===== config.mk =====
export PLATFORM = sky130hd
export DESIGN_NAME = bidir_latch_xcvr
export DESIGN_NICKNAME = d
export VERILOG_FILES = /design/src/rtl/bidir_xcvr_pkg.sv /design/src/rtl/xcvr_edge_det.sv /design/src/rtl/xcvr_bit_cell.sv /design/src/rtl/xcvr_path.sv /design/src/rtl/bidir_latch_xcvr.sv
export SDC_FILE = /design/constraint.sdc
export NUM_CORES = 1
export LEC_CHECK = 0
export BUFFER_PORTS_ARGS = -buffer_cell sky130_fd_sc_hd__clkbuf_2
export CORE_ASPECT_RATIO = 0.75
export CORE_MARGIN = 5
export CORE_UTILIZATION = 35
export CTS_BUF_LIST = sky130_fd_sc_hd__clkbuf_4
export DETAILED_ROUTE_END_ITERATION = 10
export PLACE_DENSITY = 0.71
export SYNTH_ARGS = -nofsm -noshare
export SYNTH_HDL_FRONTEND = slang
export SYNTH_SLANG_ARGS = --single-unit

===== constraint.sdc =====
create_clock -name clk_i -period 1.4 [get_ports clk_i]
set_input_delay 0.28 -clock clk_i [delete_from_list [all_inputs] [get_ports clk_i]]
set_output_delay 0.28 -clock clk_i [all_outputs]
set_load 0.02 [all_outputs]

===== src/rtl/bidir_xcvr_pkg.sv =====
`timescale 1ns/1ps
package bidir_xcvr_pkg;
  typedef struct packed {
    logic oe_n;
    logic le;
    logic pclk;
    logic ce_n;
  } path_ctrl_t;

  localparam int unsigned NUM_DIR = 2;
endpackage


===== src/rtl/xcvr_edge_det.sv =====
`timescale 1ns/1ps
module xcvr_edge_det (
  input  logic clk_i,
  input  logic rst_ni,
  input  logic sig_i,
  output logic rise_o
);
  logic prev_q;

  // history resets high: a level already high at reset release is no edge
  always_ff @(posedge clk_i or negedge rst_ni) begin
    if (!rst_ni) prev_q <= 1'b1;
    else         prev_q <= sig_i;
  end

  assign rise_o = sig_i & ~prev_q;
endmodule


===== src/rtl/xcvr_bit_cell.sv =====
`timescale 1ns/1ps
module xcvr_bit_cell (
  input  logic clk_i,
  input  logic rst_ni,
  input  logic d_i,
  input  logic le_i,
  input  logic cap_i,
  output logic y_o
);
  logic q;

  // one store per bit: follows d while transparent, loads on capture otherwise
  always_ff @(posedge clk_i or negedge rst_ni) begin
    if (!rst_ni)            q <= 1'b0;
    else if (le_i || cap_i) q <= d_i;
  end

  assign y_o = le_i ? d_i : q;
endmodule


===== src/rtl/xcvr_path.sv =====
`timescale 1ns/1ps
module xcvr_path
  import bidir_xcvr_pkg::*;
#(
  parameter int unsigned W = 18
) (
  input  logic         clk_i,
  input  logic         rst_ni,
  input  path_ctrl_t   ctrl_i,
  input  logic [W-1:0] d_i,
  output logic [W-1:0] y_o,
  output logic [W-1:0] oe_o
);
  logic pclk_rise;
  logic cap;

  xcvr_edge_det u_edge (
    .clk_i  (clk_i),
    .rst_ni (rst_ni),
    .sig_i  (ctrl_i.pclk),
    .rise_o (pclk_rise)
  );

  assign cap = pclk_rise & ~ctrl_i.ce_n & ~ctrl_i.le;

  for (genvar i = 0; i < W; i++) begin : g_bit
    xcvr_bit_cell u_cell (
      .clk_i  (clk_i),
      .rst_ni (rst_ni),
      .d_i    (d_i[i]),
      .le_i   (ctrl_i.le),
      .cap_i  (cap),
      .y_o    (y_o[i])
    );
  end

  assign oe_o = {W{~ctrl_i.oe_n}};
endmodule


===== src/rtl/bidir_latch_xcvr.sv =====
`timescale 1ns/1ps
module bidir_latch_xcvr
  import bidir_xcvr_pkg::*;
#(
  parameter int unsigned W = 18
) (
  input  logic         clk_i,
  input  logic         rst_ni,
  input  logic [W-1:0] a_i,
  output logic [W-1:0] a_o,
  output logic [W-1:0] a_oe_o,
  input  logic [W-1:0] b_i,
  output logic [W-1:0] b_o,
  output logic [W-1:0] b_oe_o,
  input  logic         ab_oe_ni,
  input  logic         ab_le_i,
  input  logic         ab_clk_i,
  input  logic         ab_ce_ni,
  input  logic         ba_oe_ni,
  input  logic         ba_le_i,
  input  logic         ba_clk_i,
  input  logic         ba_ce_ni
);
  path_ctrl_t   ctrl [NUM_DIR];
  logic [W-1:0] din  [NUM_DIR];
  logic [W-1:0] dout [NUM_DIR];
  logic [W-1:0] doe  [NUM_DIR];

  // index 0: A to B, index 1: B to A
  assign ctrl[0] = '{oe_n: ab_oe_ni, le: ab_le_i, pclk: ab_clk_i, ce_n: ab_ce_ni};
  assign ctrl[1] = '{oe_n: ba_oe_ni, le: ba_le_i, pclk: ba_clk_i, ce_n: ba_ce_ni};
  assign din[0]  = a_i;
  assign din[1]  = b_i;

  for (genvar g = 0; g < NUM_DIR; g++) begin : g_dir
    xcvr_path #(.W(W)) u_path (
      .clk_i  (clk_i),
      .rst_ni (rst_ni),
      .ctrl_i (ctrl[g]),
      .d_i    (din[g]),
      .y_o    (dout[g]),
      .oe_o   (doe[g])
    );
  end

  assign b_o    = dout[0];
  assign b_oe_o = doe[0];
  assign a_o    = dout[1];
  assign a_oe_o = doe[1];
endmodule


---- After elaboration in Yosys (flattened, before gate mapping) ----
Cells that the tools add are included.
storage, ports and cells
  register bits after elaboration ......... 38
  logic and storage cells ................. 90
  output and inout port bits .............. 72
operators by class
  multiplexer cells ....................... 36
  bitwise logic cells ..................... 14
  reduce and logical (&&, ||, !) cells .... 2
operators by type and width
  operator           count
  1-bit 2-to-1 mux   36
  1-bit NOT          8
  1-bit bitwise AND  6
  1-bit logical OR   2

---- Depth between registers and ports, before layout ----
  word-level depth ........................ 5
  depth in mapped cells ................... 6
  mapped depth without buffers ............ 2

---- Cells and area by module ----
A second synthesis with hierarchy kept.
second synthesis, totals
  cells, all modules ...................... 186
  area, all modules ....................... 2,214.6 um2
modules (own cells, without submodules)
  module         seq. area each (um2)  area each (um2)  instances  cells each
  xcvr_bit_cell  25.0                  51.3             36         4
  xcvr_path      0.0                   143.9            2          19
  xcvr_edge_det  26.3                  40.0             2          2

---- Least setup slack after synthesis ----
Ideal clock, no wire load.
  path kind ............................... input -> output
  start point ............................. input port ab_le_i
  end point ............................... output port b_o[0]
  arrival time ............................ 1.099 ns
  stages on the path ...................... 6
  path slack .............................. 0.021 ns
  cell sequence ........................... clkbuf_1 buf_2 buf_2 nand2_1 nand2_1 buf_4
between the ends
  longest elaborated chain between the ends .. 1
ends and longest elaborated chain
  what                line                    RTL
  start: declaration  bidir_latch_xcvr.sv:16  input logic ab_le_i,
  1-bit 2-to-1 mux    xcvr_bit_cell.sv:18     assign y_o = le_i ? d_i : q;
  end: declaration    bidir_latch_xcvr.sv:13  output logic [W-1:0] b_o,
Every way passes these cells.

---- Final worst setup path ----
  start point ............................. register g_dir[1].u_path.g_bit[7].u_cell.q
  end point ............................... output port a_o[7]
between the ends
  longest elaborated chain between the ends .. 1
ends and longest elaborated chain
  what                      line                    RTL
  start: declaration        xcvr_bit_cell.sv:10     logic q;
  start signal: assignment  xcvr_bit_cell.sv:15     else if (le_i || cap_i) q <= d_i;
  1-bit 2-to-1 mux          xcvr_bit_cell.sv:18
  end: declaration          bidir_latch_xcvr.sv:10  output logic [W-1:0] a_o,
Every way passes these cells.

==> impl_metrics.py <==
metrics = {
    "outcome": {
        "status": "finished clean",
    },
    "setup_path": {
        "criticalPathCategory": "flip-flop to primary output",
        "crit_fanout": 2,
        "r2r_slack_ns": 0.23,
        "end_kind": "primary output",
        "path_cells": "nand2b_1 -> nand2_1 -> clkbuf_2",
        "cp_slowest_stage_delay_ns": 0.38,
        "start_kind": "flip-flop",
        "r2r-end": "g_dir[1].u_path.g_bit[10].u_cell.q$_DFFE_PN0P_",
        "r2r-start": "g_dir[1].u_path.u_edge.prev_q$_DFF_PN1_",
        "crit_required_ns": 1.12,
        "cp_data_arrival_time_ns": 1.03,
        "r2r_cells": 3,
        "slowest_stage": "dfrtp_1",
    },
    "synth": {
        "netlist_area_sq_um": 2800,
        "synth-seq-area-share": 0.341,
        "synth_top_cell_area_share": 0.322,
        "yosysWarnings": 0,
        "synthDistinctLibCells": 12,
        "synth_fp_nets": 358,
        "ys_seq_elements": 38,
        "synth_top_area_cell": "dfrtp_1",
        "synthTopCellsByArea": "dfrtp_1, buf_4, nand4bb_1, nand2_1, o211ai_1",
        "netlist_instances": 312,
        "avgSynthCellArea_sq_um": 8.96,
    },
    "place": {
        "io_buffers": 117,
        "dp_slack_ns": -0.0267,
        "gp_congestion": 0.765,
        "place_hpwl_um": 4540,
    },
    "clocking": {
        "clock_latency_ns": 0.33,
        "cts_tree": "built",
        "h-tree-depth": 2,
        "clock-root-buffer": "clkbuf_4",
        "clockBufferDepth": 2,
        "clkTransAtPathRegs_ns": 0.12,
        "cts_sinks": 38,
        "cts_buffers": 5,
    },
    "min_path": {
        "holdPathEnd": "g_dir[0].u_path.g_bit[5].u_cell.q$_DFFE_PN0P_",
        "holdPathStages": 3,
        "hold_class": "primary input to flip-flop",
        "min_from": "a_i[5]",
    },
    "cells_and_area": {
        "nets": 405,
        "fin_util": 0.396,
        "area_growth_syn_to_layout_pct": 11.1,
        "drive_above_1_share": 0.383,
        "diodes": 0,
    },
    "power": {
        "power.density_nw_per_um2": 859,
        "ir_worst_vdd_v": 0.000300,
        "total_power_mw": 2.67,
        "leakage_nw": 1.53,
    },
    "die": {
        "core_area_sq_um": 7850,
        "die_area_sq_um": 9890,
        "rows": 28,
        "die_x_um": 113,
        "start_util": 0.356,
        "dieHeight_um": 87.4,
        "ios": 118,
    },
    "job": {
        "maxCapViolCount": 0,
    },
    "routing": {
        "wl_per_cell_um": 13.7,
        "ant_nets": 0,
        "firstDrtPassIters": 4,
        "viasPerCell": 4.70,
        "route.detailed.drc": 0,
        "drt_iter0_drc": 167,
        "drt-total-wl_um": 6350,
        "num_vias": 2186,
    },
    "sta": {
        "relSlewSlack": 0.719,
        "fin_setup_tns_ns": 0,
        "min_period_ns": 1.31,
        "setup_ws_ns": 0.0862,
        "finalClockSkew_ns": 0.00964,
        "max_freq_mhz": 761,
        "tightest_slew_ns": 0.422,
        "finalCritPeriodShare": 0.938,
        "slew_violations": 0,
        "holdWs_ns": 0.197,
        "hold_viol": 0,
        "setup_viol": 0,
    },
    "grt": {
        "grt_pass1_vias": 2129,
        "grt_max_degree": 37,
        "grt_pass1_wl_um": 10300,
        "grt_use_total": 0.128,
        "overflow": 0,
        "grt_antenna_before_repair": 0,
    },
}
-- logic make-up (layout without fill, tap and decap cells) --
logic type / count (synthesis) / count (layout) / share of synthesized area
DFF: 38 / 38 / 0.341
and+or+nand+nor: 146 / 146 / 0.336
AOI/OAI and AO/OA: 36 / 36 / 0.0967
buffers and inverters: 92 / 140 / 0.227
-- synth_stat cells (all sizes together) --
master	instances
nand2	72
inv	2
o211ai	36
dfstp	2
nor3b	2
dfrtp	36
clkbuf	10
buf	80
nand4bb	36
nand2b	36
-- worst max-delay path by stage --
stage	startpoint	end	slack (ns)	depth (start not counted)
detailed placement	ba_ce_ni	g_dir[1].u_path.g_bit[6].u_cell.q$_DFFE_PN0P_	-0.03	3
global placement	ba_ce_ni	g_dir[1].u_path.g_bit[17].u_cell.q$_DFFE_PN0P_	-0.01	3
finish	g_dir[1].u_path.g_bit[7].u_cell.q$_DFFE_PN0P_	a_o[7]	0.09	3
CTS	g_dir[0].u_path.u_edge.prev_q$_DFF_PN1_	g_dir[0].u_path.g_bit[17].u_cell.q$_DFFE_PN0P_	0.007	2
floorplan	ab_le_i	b_o[0]	0.02	6
global route	g_dir[0].u_path.g_bit[11].u_cell.q$_DFFE_PN0P_	b_o[11]	-0.0007	3
-- sequential cells by signal, summed over array words and instances, names as in the netlist --
register	cells
g_dir.u_path.g_bit.u_cell.q	36
g_dir.u_path.u_edge.prev_q	2
-- area by class of cell --
| type | count | area, sq um |
|---|---|---|
| timing repair buffer | 130 | 754 |
| clock buffer | 5 | 37.5 |
| clock inverter | 3 | 11.3 |
| tap | 105 | 131 |
| multi-input combinational | 182 | 1210 |
| sequential | 38 | 953 |
| fill | 832 | 4740 |
| inverter | 2 | 7.51 |
-- placed cells by master, fill, tap and decap left out --
| cell type | n |
|---|---|
| buf_12 | 5 |
| inv_1 | 2 |
| dlygate4sd3_1 | 1 |
| buf_6 | 1 |
| dfstp_2 | 2 |
| o211ai_1 | 36 |
| clkbuf_4 | 5 |
| nor3b_4 | 2 |
| nand2_1 | 72 |
| clkinv_1 | 3 |
| clkbuf_2 | 116 |
| dfrtp_1 | 36 |
| nand2b_1 | 36 |
| nand4bb_1 | 36 |
| buf_4 | 7 |
-- metrics by stage --
stage          instances  cell area (sq um)
4_1_cts              463               3060
3_3_place_gp         454               3000
5_1_grt              465               3100
2_1_floorplan        312               2800
3_5_place_dp         454               3000
6_report             465               3100
-- per-layer routing --
metal | track usage | routed length (um) | share of wire
met1 | 0.172 | 2900 | 0.46
met2 | 0.208 | 2970 | 0.47
met3 | 0.0368 | 458 | 0.072
met4 | 0.0186 | 13 | 0.0020
met5 | 0 | 0 | 0
-- report_power, final --
part | switching, mW | total [mW] | internal (mW)
sequential | 0.0307 | 1.24 | 1.21
clock | 0.367 | 0.546 | 0.180
combinational | 0.541 | 0.881 | 0.341
-- repair_timing --
action | CTS | global route
endpoints found under the setup margin | 2 | 37
gates resized for setup | 0 | 3
setup buffers | 0 | 2
hold buffers | 1 | 0
pin swaps | 1 | 2
hold endpoints to repair | 11 | 0
-- critical path, delay by kind of cell (launching register included) --
kind / cells / cell delay, ns
and+or+nand+nor: 2 / 0.17
DFF: 1 / 0.38
buffers and inverters: 1 / 0.16
No activity file was read; power rests on OpenSTA's default activity.
